$ cat src/rtl/hdln_pkg.sv
// Package: shared types and line-number word formatting for the inserter.
// Assumes a 20-bit word, luma in the upper half, and an 11-bit line number.
package hdln_pkg;

    localparam int CHAN_W   = 10;
    localparam int LINE_W   = 11;
    localparam int POS_W    = 3;
    localparam int XYZ_IDX  = 3;
    localparam int LN0_IDX  = 4;
    localparam int LN1_IDX  = 5;
    localparam int H_BIT    = 6;

    typedef logic [CHAN_W-1:0] chan_t;

    typedef struct packed {
        chan_t luma;
        chan_t chroma;
    } hd_word_t;

    typedef enum logic [1:0] {
        SLOT_PASS = 2'd0,
        SLOT_LN0  = 2'd1,
        SLOT_LN1  = 2'd2
    } slot_e;

    // Build the first line-number word from the low seven line bits.
    function automatic chan_t fmt_ln_lo(input logic [LINE_W-1:0] ln);
        chan_t w;
        w      = '0;
        w[8:2] = ln[6:0];
        w[9]   = ~ln[6];
        return w;
    endfunction

    // Build the second line-number word from the upper four line bits.
    function automatic chan_t fmt_ln_hi(input logic [LINE_W-1:0] ln);
        chan_t w;
        w      = '0;
        w[5:2] = ln[10:7];
        w[9]   = 1'b1;
        return w;
    endfunction

endpackage

$ cat src/rtl/hdln_trs_tracker.sv
// Tracker: counts words since the last sequence marker, latches the EAV flag
// and the line number on the index-3 word, and names the slot of the current word.
// Assumes that the marker and the word arrive in the same cycle and that the H bit
// is taken from the luma half only.
module hdln_trs_tracker
    import hdln_pkg::*;
(
    input  logic              clk,
    input  logic              rst_n,
    input  logic              mark,
    input  logic              h_bit,
    input  logic [LINE_W-1:0] line_in,
    output slot_e             slot,
    output logic [LINE_W-1:0] line_cap
);

    localparam logic [POS_W-1:0] POS_IDLE = {POS_W{1'b1}};

    logic [POS_W-1:0]  pos_q;
    logic [POS_W-1:0]  pos_now;
    logic              eav_q;
    logic [LINE_W-1:0] ln_q;

    // Index of the present word: a marker restarts the count, which then saturates.
    always_comb begin
        if (mark)
            pos_now = '0;
        else if (pos_q == POS_IDLE)
            pos_now = POS_IDLE;
        else
            pos_now = pos_q + 1'b1;
    end

    // Hold the position, and latch the EAV flag and the line number at index 3.
    always_ff @(posedge clk) begin
        if (!rst_n) begin
            pos_q <= POS_IDLE;
            eav_q <= 1'b0;
            ln_q  <= '0;
        end else begin
            pos_q <= pos_now;
            if (pos_now == POS_W'(XYZ_IDX)) begin
                eav_q <= h_bit;
                ln_q  <= line_in;
            end
        end
    end

    // Name the slot: the two words after the index-3 word of an EAV.
    always_comb begin
        slot = SLOT_PASS;
        if (eav_q && pos_now == POS_W'(LN0_IDX))
            slot = SLOT_LN0;
        else if (eav_q && pos_now == POS_W'(LN1_IDX))
            slot = SLOT_LN1;
    end

    assign line_cap = ln_q;

    // the second line-number slot always follows the first.
    assert_ln1_after_ln0_R3: assert property (@(posedge clk) disable iff (!rst_n)
        (slot == SLOT_LN1) |-> ($past(slot) == SLOT_LN0));

    // an index-3 word with H low leads to a pass-through slot next.
    assert_sav_untouched_R4: assert property (@(posedge clk) disable iff (!rst_n)
        (pos_now == POS_W'(XYZ_IDX) && !h_bit) |=> (slot == SLOT_PASS));

    // a marker word is never treated as a line-number slot.
    assert_marker_restarts_R10: assert property (@(posedge clk) disable iff (!rst_n)
        mark |-> (slot == SLOT_PASS));

endmodule

$ cat src/rtl/hdln_word_merge.sv
// Merge: replaces the word in a line-number slot with the formatted words in
// both channels, and registers the word together with its marker.
// Assumes that the slot and the captured line come from the tracker in the same cycle.
module hdln_word_merge
    import hdln_pkg::*;
(
    input  logic              clk,
    input  logic              rst_n,
    input  hd_word_t          word_in,
    input  logic              mark_in,
    input  slot_e             slot,
    input  logic [LINE_W-1:0] line_cap,
    output hd_word_t          word_out,
    output logic              mark_out
);

    hd_word_t word_d;
    hd_word_t word_q;
    logic     mark_q;

    // Pick the outgoing word for this slot.
    always_comb begin
        unique case (slot)
            SLOT_LN0: word_d = '{luma: fmt_ln_lo(line_cap), chroma: fmt_ln_lo(line_cap)};
            SLOT_LN1: word_d = '{luma: fmt_ln_hi(line_cap), chroma: fmt_ln_hi(line_cap)};
            default:  word_d = word_in;
        endcase
    end

    // Register the merged word and its marker.
    always_ff @(posedge clk) begin
        if (!rst_n) begin
            word_q <= '0;
            mark_q <= 1'b0;
        end else begin
            word_q <= word_d;
            mark_q <= mark_in;
        end
    end

    assign word_out = word_q;
    assign mark_out = mark_q;

    // both channels carry the same line-number word.
    assert_same_channels_R7: assert property (@(posedge clk) disable iff (!rst_n)
        (slot != SLOT_PASS) |=> (word_q.luma == word_q.chroma));

    // bit 9 of an inserted word is the inverse of bit 8.
    assert_ln_parity_R5: assert property (@(posedge clk) disable iff (!rst_n)
        (slot != SLOT_PASS) |=> (word_q.luma[9] != word_q.luma[8]));

    // the second word keeps bits 8:6 and 1:0 at zero.
    assert_ln_hi_zeros_R6: assert property (@(posedge clk) disable iff (!rst_n)
        (slot == SLOT_LN1) |=> (word_q.luma[8:6] == 3'b000 && word_q.luma[1:0] == 2'b00));

    // a pass-through slot leaves the word as it came in.
    assert_pass_unchanged_R2: assert property (@(posedge clk) disable iff (!rst_n)
        (slot == SLOT_PASS) |=> (word_q == $past(word_in)));

endmodule

$ cat src/rtl/hdln_delay_line.sv
// Delay line: a fixed-depth register chain that pads the latency of the output.
// Assumes that a depth of zero means a straight wire.
module hdln_delay_line #(
    parameter int WIDTH = 21,
    parameter int DEPTH = 1
) (
    input  logic             clk,
    input  logic             rst_n,
    input  logic [WIDTH-1:0] din,
    output logic [WIDTH-1:0] dout
);

    generate
        if (DEPTH == 0) begin : g_wire
            assign dout = din;
        end else begin : g_regs
            logic [WIDTH-1:0] pipe [DEPTH];

            // Shift the chain by one stage each clock.
            always_ff @(posedge clk) begin
                if (!rst_n) begin
                    for (int i = 0; i < DEPTH; i++) pipe[i] <= '0;
                end else begin
                    pipe[0] <= din;
                    for (int i = 1; i < DEPTH; i++) pipe[i] <= pipe[i-1];
                end
            end

            assign dout = pipe[DEPTH-1];
        end
    endgenerate

endmodule

$ cat src/rtl/hd_line_tagger.sv
// Top: registers the input, tracks sequence positions, inserts line-number
// words after each EAV, and pads the output to a fixed latency of 2 + EXTRA_DELAY.
// Assumes one word per clock and a marker on the first word of each sequence.
module hd_line_tagger
    import hdln_pkg::*;
#(
    parameter int EXTRA_DELAY = 1
) (
    input  logic        clk,
    input  logic        rst_n,
    input  logic [19:0] vid_in,
    input  logic        trs_in,
    input  logic [10:0] line_num,
    output logic [19:0] vid_out,
    output logic        trs_out
);

    localparam int LATENCY = 2 + EXTRA_DELAY;
    localparam int BUS_W   = 2 * CHAN_W + 1;

    hd_word_t          s1_word;
    logic              s1_mark;
    logic [LINE_W-1:0] s1_line;
    slot_e             slot;
    logic [LINE_W-1:0] line_cap;
    hd_word_t          m_word;
    logic              m_mark;
    logic [BUS_W-1:0]  tail;

    // Capture the input word, marker and line number.
    always_ff @(posedge clk) begin
        if (!rst_n) begin
            s1_word <= '0;
            s1_mark <= 1'b0;
            s1_line <= '0;
        end else begin
            s1_word <= vid_in;
            s1_mark <= trs_in;
            s1_line <= line_num;
        end
    end

    hdln_trs_tracker u_track (
        .clk      (clk),
        .rst_n    (rst_n),
        .mark     (s1_mark),
        .h_bit    (s1_word.luma[H_BIT]),
        .line_in  (s1_line),
        .slot     (slot),
        .line_cap (line_cap)
    );

    hdln_word_merge u_merge (
        .clk      (clk),
        .rst_n    (rst_n),
        .word_in  (s1_word),
        .mark_in  (s1_mark),
        .slot     (slot),
        .line_cap (line_cap),
        .word_out (m_word),
        .mark_out (m_mark)
    );

    hdln_delay_line #(.WIDTH(BUS_W), .DEPTH(EXTRA_DELAY)) u_pad (
        .clk   (clk),
        .rst_n (rst_n),
        .din   ({m_mark, m_word}),
        .dout  (tail)
    );

    assign trs_out = tail[BUS_W-1];
    assign vid_out = tail[BUS_W-2:0];

    // the outputs are cleared one clock into reset.
    assert_reset_clear_R1: assert property (@(posedge clk)
        !rst_n |=> (vid_out == '0 && trs_out == 1'b0));

    initial begin
        assert_latency_sane_R2: assert (LATENCY >= 2);
    end

endmodule

$ cat config.mk
export PLATFORM = sky130hd
export DESIGN_NAME = hd_line_tagger
export DESIGN_NICKNAME = d
export VERILOG_FILES = /design/src/rtl/hdln_pkg.sv /design/src/rtl/hdln_trs_tracker.sv /design/src/rtl/hdln_word_merge.sv /design/src/rtl/hdln_delay_line.sv /design/src/rtl/hd_line_tagger.sv
export SDC_FILE = /design/constraint.sdc
export NUM_CORES = 1
export LEC_CHECK = 0
export ABC_CLOCK_PERIOD_IN_PS = 1800
export BUFFER_PORTS_ARGS = -buffer_cell sky130_fd_sc_hd__buf_2
export CORE_MARGIN = 2
export CORE_UTILIZATION = 30
export DETAILED_ROUTE_END_ITERATION = 10
export PLACE_DENSITY = 0.47
export SETUP_SLACK_MARGIN = 0.02
export SKIP_LAST_GASP = 1
export SLEW_MARGIN = 20
export SYNTH_ARGS = -nofsm -noshare
export SYNTH_HDL_FRONTEND = slang
export SYNTH_SLANG_ARGS = --single-unit
$ cat constraint.sdc
create_clock -name clk -period 1.8 [get_ports clk]
set_input_delay 0.18 -clock clk [delete_from_list [all_inputs] [get_ports clk]]
set_output_delay 0.18 -clock clk [all_outputs]
set_load 0.1 [all_outputs]
; ---- Word level (Yosys, flattened, before mapping)
; Memory sizes are Yosys's and may differ from the RTL's.
; Index checks and enable logic that the tools add are counted.
; W data, S select, Z words.
[classes]
n_reduce_logical = 3
n_eq_ne = 6
muxes = 9
add_sub_neg = 1
bitwise = 1
[ops]
columns = operator, count
row1 = $pmux W20 S2, 1
row2 = $mux W21, 1
row3 = $reduce_or A21 Y1, 1
row4 = $eq A3 B3 Y1 const B, 3
row5 = $mux W3, 2
row6 = $mux W2, 2
row7 = $add A3 B1 Y3 const B, 1
row8 = $eq A3 B2 Y1 const B, 1
row9 = $mux W1, 3
row10 = $eq A2 B1 Y1 const B, 1
row11 = $eq A2 B2 Y1 const B, 1
row12 = $logic_and A1 B1 Y1, 2
row13 = $not A1 Y1, 1
[word_totals]
in_bits = 34
mem_count = 1
ramBits = 21
register_bits = 68
[mem_list]
columns = memory, depth, word_bits, read_ports, rd_clocked_by_memory_dff, wr, line
row1 = u_pad.g_regs.pipe, 1, 21, 1, 0, 1, hdln_delay_line.sv:17  ; logic [WIDTH-1:0] pipe [DEPTH];

; ---- Depth between registers and ports, before layout
; Gate-level depths: netlist of the first run.
[depth]
depth_word = 9
ltp_mapped = 6
mapped_depth_nobuf = 4

; ---- Hierarchy
; A second synthesis of the first run with hierarchy kept.
[unflattened]
cells_unflattened = 251
area_unflattened_um2 = 2880.3
[by_module_without_submodules]
columns = module, n_inst, seq_area_each_um2, cells_each, area_each_um2
row1 = hd_line_tagger, 1, 640.6, 67, 895.9
row2 = hdln_word_merge, 1, 420.4, 71, 754.5
row3 = hdln_trs_tracker, 1, 300.3, 69, 636.9
row4 = hdln_delay_line, 1, 420.4, 44, 593.1

; ---- Least setup slack after synthesis of the first run
; OpenSTA, ideal clock, no wires.
[synth_path]
path_type = register to register
start = reg u_track.pos_q[0]
end = reg u_track.ln_q[5] (netlist: u_track.line_cap[5])
n_path_buf = 2
stages_incl_launch_ff = 7
setup_time_ps = 132
t_arrival_ps = 1496
path_slack_ps = 172
t_required_ps = 1668
cell_sequence = dfxtp_1 > ha_1 > buf_2 > or4b_4 > buf_6 > o21ai_1 > a21oi_1
[synth_via]
elab_chain_len = 4
word_cells_on_any_way = 5
[synth_rtl]
columns = item, line
row1 = start: declaration, hdln_trs_tracker.sv:19  ; logic [POS_W-1:0] pos_q;
row2 = start signal: assignment, hdln_trs_tracker.sv:41  ; pos_q <= pos_now;
row3 = $add A3 B1 Y3 or $eq A3 B3 Y1 (tied branches), "hdln_trs_tracker.sv:31, hdln_trs_tracker.sv:28"
row4 = $mux W3 *, hdln_trs_tracker.sv:28  ; else if (pos_q == POS_IDLE)
row5 = $mux W3 *, hdln_trs_tracker.sv:26  ; if (mark)
row6 = $eq A3 B2 Y1 *, hdln_trs_tracker.sv:42  ; if (pos_now == POS_W'(XYZ_IDX)) begin
row7 = end signal: assignment, hdln_trs_tracker.sv:44  ; ln_q <= line_in;
row8 = end: declaration, hdln_trs_tracker.sv:22  ; logic [LINE_W-1:0] ln_q;
; Every way passes the cells marked *; elsewhere a longest branch is shown, timed or not.
; A chain may end at the register's enable or synchronous reset.

; ---- Worst setup path after layout of the first run
[layout_path]
start = reg u_track.pos_q[0]
end = reg u_merge.word_q (netlist bit u_merge.word_out[19])
[layout_via]
elab_chain_len = 9
word_cells_on_any_way = 13
[layout_rtl]
columns = item, line
row1 = $add A3 B1 Y3 or $eq A3 B3 Y1 (tied branches), "hdln_trs_tracker.sv:31, hdln_trs_tracker.sv:28"
row2 = $mux W3 *, hdln_trs_tracker.sv:28
row3 = $mux W3 *, hdln_trs_tracker.sv:26
row4 = $eq A3 B3 Y1, hdln_trs_tracker.sv:54  ; else if (eav_q && pos_now == POS_W'(LN1_IDX))
row5 = $logic_and A1 B1 Y1, hdln_trs_tracker.sv:54
row6 = $mux W2, hdln_trs_tracker.sv:54
row7 = $mux W2 *, hdln_trs_tracker.sv:52  ; if (eav_q && pos_now == POS_W'(LN0_IDX))
row8 = $eq A2 B2 Y1 or $eq A2 B1 Y1 (tied branches), hdln_word_merge.sv:23  ; unique case (slot)
row9 = $pmux W20 S2 *, hdln_word_merge.sv:23
row10 = end signal: assignment, hdln_word_merge.sv:36  ; word_q <= word_d;
row11 = end: declaration, hdln_word_merge.sv:18  ; hd_word_t word_q;
; Marked as above.

==> impl_results.md, run 1 <==
* Post-synth cell types at 28
* Root Buffer Master: clkbuf_8
* Drt drc at 0
* ANT cells at 0
* Tmin final at approximately 1700 ps
* CP arrival at a little under 2000 ps
* Final WL at 4790 um
* Slowest stage delay, CP at roughly 510 ps
* Clock latency on the worst-skew pair at 350 ps
* Syn nets at 284
* Crit-path cells: ha_1 -> or3b_1 -> nor2_4 -> o211a_1
* Synth area leaders: dfxtp_1 (64%), and2_1 (12%), a21oi_1 (3.4%)
* Max stage delay cell, worst path: or3b_1
* Final setup violation count at 0
* PD cells at roughly 1100 mW/mm^2
* Most common cell after layout, fill and taps aside: dfxtp_1
* Final period utilization at around nine tenths
* Nature of the critical path endpoint: register
* PortBufs at 54
* Synth Instances at ~250
* Worst Path Required at ~2100 ps
* CORE AREA at a little over 0.009 mm^2
* Min-Delay Path Class: in2reg
* Area Overhead vs Synth at 21.5%
* Hold Vio Cnt, Final at 0
* Yosys warns at 0
* Final max-slew violation count at 0
* Worst IR Drop VDD at about 0.00042 V
* RSZ-0062 raised after global routing: no
* Initial core utilization at a little under a third
* Measured slew at the worst slew-check pin at 491 ps
* Fmax at between 0.6 and 0.7 GHz
* Mapped cell area at around 0.0028 mm^2
* Commonest cells after routing, fill and taps aside: dfxtp_1 (89), and2_1 (54), buf_2 (54), a21oi_1 (19), nand3b_1 (12)
* Global route overflow at 0
* Avg Inst Size Synth at around 11 um^2
* Drt initial violations at 37
* Clock tree buffer depth at 2
* CTS tree: done
* Post-synth top area share at about 64%
* H-Tree Depth at 3
* Pin count of the biggest net entering global routing at 43
* Buf+Inv Stages, Crit Path at 0
* CTS sink count at a little under 90
* Fill count at about 930
* CP max FO at 10
* Vias at 1796
* Total negative slack at 0 ps
* Die area at approximately 0.010 mm^2
* Seq cells post-synth at 89
* CTS clk-pin slew, worst paths at 80 ps
* NumNets Final at 341
* Die H at ~100 um
* Pleak at 1.45 nW
* Crit path launch type: register
* Post-DRT Antenna Nets at 0
* GRT Util Overall at about a tenth
* TritonCTS Buffers at 9
* Final GP Congestion at between 0.7 and 0.8
* Max-cap violations at 0
* Vias in the first global route at between 1500 and 2000
* I/O Pins at 55
* Final HPWL DP at 3240 um
* Fin Clk Skew at roughly 9.5 ps
* Die W at around 100 um
* First-pass GRT wire length at 7960 um
* Share of cells above drive strength 1 at approximately a quarter
* Headroom to the max-slew limit at approximately two thirds
* Avg WL per Cell at 11.4 um
* Via density at between 4 and 5
* Row count at 35
* Sequential-to-total area share from yosys stat at 63.7%
* Family with the most delay on the worst path: simple AND/OR/NAND/NOR gates
* Pre-antenna DRT Iters at 4
* Critical path class: reg2reg
* Leading area contributor after synthesis: dfxtp_1
* Fin util at about 37%
* Status: finished, final reports clean
* Number of antenna violations at the first check in global routing at 0
==> per-layer routing <==
layer | vias up | track usage (%) | wire length [um]
li1 | 950 | - | -
met1 | 800 | 13.0 | 2280
met2 | 39 | 15.1 | 2190
met3 | 7 | 2.70 | 250
met4 | 0 | 6.95 | 75
met5 | - | 0 | 0
==> repair_timing <==
action / in CTS / in global routing
hold buffers: 2 / 0
setup buffers: 0 / 0
hold endpoints to repair: 2 / 0
gates resized for setup: 0 / 0
==> synthesized netlist by cell type (all sizes together) <==
cell	instances
nor4b	1
a31oi	4
or4b	1
a21oi	19
o21a	8
mux2i	4
buf	5
xor2	1
clkbuf	12
ha	1
nand2	1
o211a	2
or3b	1
inv	1
dfxtp	89
nand3b	12
a21boi	1
nand4	3
nor3b	1
and3	4
nor2	2
xnor2	1
o21ai	21
and2	54
==> power by group <==
| group | total, mW | internal (mW) | switching, mW |
|---|---|---|---|
| clock | 1.35 | 0.655 | 0.697 |
| sequential | 2.07 | 2.05 | 0.0250 |
| combinational | 0.350 | 0.129 | 0.221 |
==> stage by stage <==
stage / hold slack, ps / instance area [um^2] / power, mW / setup WS [ps] / cells
floorplan: 302 / 2800 / 2.37 / 172 / 249
global placement: 389 / 3180 / 2.47 / 188 / 404
detailed placement: 384 / 3180 / 2.47 / 142 / 404
CTS: 6.15 / 3400 / 3.84 / 133 / 422
global route: 8.59 / 3400 / 3.98 / 34.7 / 422
finish: 32.8 / 3400 / 3.77 / 147 / 422
==> flip-flops by register name, indices dropped and copies added, names as in the netlist <==
register           count
u_track.pos_q          3
u_merge.word_out      20
u_pad.g_regs.pipe     21
u_track.line_cap      11
u_merge.mark_out       1
s1_line               11
s1_mark                1
s1_word               20
u_track.eav_q          1
==> area by class of cell <==
| class | count | area (um^2) | area share, % |
|---|---|---|---|
| flip-flops and latches | 89 | 1780 | 52.4 |
| multi-input cells | 142 | 931 | 27.4 |
| repair buffers | 63 | 343 | 10.1 |
| well taps | 111 | 139 | 4.08 |
| clock buffers | 9 | 124 | 3.64 |
| clock inverters | 7 | 78.8 | 2.32 |
| inverters | 1 | 3.75 | 0.110 |
==> final timing paths <==
| path | slack (ps) | from | to | cells past startpoint |
|---|---|---|---|---|
| worst max-delay path | 150 | u_track.pos_q[0] | u_merge.word_out[19] | 4 |
| worst min-delay path | 30 | line_num[6] | s1_line[6] | 2 |
| worst max register to register | 150 | u_track.pos_q[0] | u_merge.word_out[19] | 4 |
| worst min register to register | 430 | u_merge.word_out[1] | u_pad.g_regs.pipe[0][1] | 1 |
==> kinds of logic (layout without fill, tap and decap cells) <==
logic type,count (synthesis),after routing,share of synthesized area (%)
AO/OA/AOI/OAI,55,55,11.4
XOR/XNOR,2,2,0.626
adder cells (fa/ha/maj),1,1,0.447
buffers and inverters,18,80,3.08
flip-flops,89,89,63.7
multiplexers,4,4,1.43
AND/OR/NAND/NOR,80,80,19.3
Note: power is estimated with default switching activity, not from simulation.
==> inputs of run 2 (changes only) <==
Settings changed: CTS_BUF_LIST set to sky130_fd_sc_hd__clkbuf_16.
==> run 2 against run 1 <==
- via count is 0.89% lower
- clock power is 37% higher
- count of clock-buffer cells in the layout stayed put
- sequential power hardly changed
- worst hold slack better by 7.5 ps
- worst setup slack hardly changed
- routed wire length is 0.33% higher
- critical endpoint unchanged
==> impl_results.md, run 2 (synthesized netlist as in run 1, its figures left out) <==
* TritonCTS Buffers at 9
* Largest register FFs at 21
* Final WL at roughly 4800 um
* Via density at roughly 4.2
* Row count at 35
* Most common cell after layout, fill and taps aside: dfxtp_1
* RSZ-0062 raised after global routing: no
* Total negative slack at 0 ps
* Clock latency on the worst-skew pair at between 300 and 400 ps
* Critical Path Start: u_track.pos_q[0]
* CTS clk-pin slew, worst paths at ~60 ps
* Avg WL per Cell at 11.5 um
* Share of cells above drive strength 1 at between 20 and 30%
* Measured slew at the worst slew-check pin at just under 500 ps
* R2r startpoint: u_track.pos_q[0]
* Final cell count without fillers at 420
* Root Buffer Master: clkbuf_16
* Worst min-delay path startpoint: line_num[7]
* Die W at approximately 100 um
* Max-cap violations at 0
* ANT cells at 0
* H-Tree Depth at 3
* Pre-antenna DRT Iters at 4
* Worst Path Required at around 2100 ps
* Drt drc at 0
* Crit path launch type: register
* Sequential share of power at 48.5%
* Area Overhead vs Synth at 24.4%
* Final max-slew violation count at 0
* Critical path class: reg2reg
* Post-DRT Antenna Nets at 0
* Largest Register: u_pad.g_regs.pipe
* Psw at slightly above 1 mW
* NumNets Final at 339
* Fin Clk Skew at between 7 and 8 ps
* Min-Delay Path Class: in2reg
* I/O Pins at 55
* Hold Vio Cnt, Final at 0
* Final setup violation count at 0
* Pin count of the biggest net entering global routing at 43
* Vias at roughly 1800
* Fin area at ~0.0035 mm^2
* Tmin final at 1650 ps
* Worst IR Drop VDD at between 0.0004 and 0.0005 V
* Sw frac at around a quarter
* Drt initial violations at 31
* Clock tree buffer depth at 2
* Global route overflow at 0
* Final GP Congestion at 0.714
* CP arrival at around 1900 ps
* Placed cells at 404
* Vias in the first global route at around 1700
* Pleak at 1.49 nW
* CTS sink count at about 90
* Commonest cells after routing, fill and taps aside: dfxtp_1 (89), and2_1 (54), buf_2 (54), a21oi_1 (19), nand3b_1 (12)
* Logic pwr share at 8.1%
* Fin Hold WS at approximately 40 ps
* CTS tree: done
* Fin util at 38.0%
* Final HPWL DP at about 3200 um
* CORE AREA at 0.00915 mm^2
* PortBufs at 54
* Headroom to the max-slew limit at about two thirds
* Clock power share at 43.4%
* Fmax at roughly 0.6 GHz
* Die H at a little over 100 um
* Hold-fix buffer count after cts at 0
* Nature of the critical path endpoint: register
* Resized Gates After CTS at 0
* Setup bufs post-CTS at 0
* Post-DP Area at between 0.003 and 0.004 mm^2
* CP max FO at 10
* Pint at 3.26 mW
* GRT Util Overall at 10.4%
* First-pass GRT wire length at between 8000 and 9000 um
* PD cells at ~1200 mW/mm^2
* Final period utilization at just over 90%
* Die area at roughly 0.01 mm^2
* Initial core utilization at about 31%
* Status: finished, final reports clean
* Number of antenna violations at the first check in global routing at 0
## run 2: power groups by stage
stage | sequential [mW] | clock [mW] | combinational [mW]
2_1_floorplan | 2.20 | 0 | 0.167
3_3_place_gp | 2.12 | 0 | 0.351
3_5_place_dp | 2.12 | 0 | 0.353
4_1_cts | 2.07 | 1.91 | 0.354
5_1_grt | 2.08 | 2.02 | 0.381
6_report | 2.07 | 1.85 | 0.347
## run 2: per-layer routing
| metal | global-route usage [%] | vias up | part of all wire (%) |
|---|---|---|---|
| met5 | 0 | - | 0 |
| met4 | 6.01 | 0 | 2.6 |
| met3 | 3.54 | 10 | 5.6 |
| met2 | 15.0 | 37 | 44 |
| met1 | 13.5 | 782 | 48 |
| li1 | - | 951 | - |
## run 2: final timing paths
| path | to | slack (ps) | cells past startpoint |
|---|---|---|---|
| min | s1_line[7] | 40 | 2 |
| min reg2reg | u_pad.g_regs.pipe[0][1] | 430 | 1 |
| max reg2reg | u_merge.word_out[19] | 150 | 4 |
| max | u_merge.word_out[19] | 150 | 4 |
## run 2: metrics by stage
step                      power (mW)  setup WS [ps]
after floorplan                 2.37            172
after global placement          2.47            188
after detailed placement        2.47            142
after CTS                       4.34            136
after global routing            4.48           36.2
final                           4.27            148
## run 2: area by class of cell
type / count / area (um^2)
Clock inverter: 7 / 78.8
Inverter: 1 / 3.75
Tap cell: 111 / 139
Clock buffer: 9 / 225
Fill cell: 928 / 5670
Sequential cell: 89 / 1780
Multi-Input combinational cell: 142 / 931
Timing Repair Buffer: 61 / 323
## run 2: worst max-delay path, cell delays in order, from the launching register on
cell and delay [ps]:
dfxtp_1 310, ha_1 350, or3b_1 500, nor2_4 260, o211a_1 170
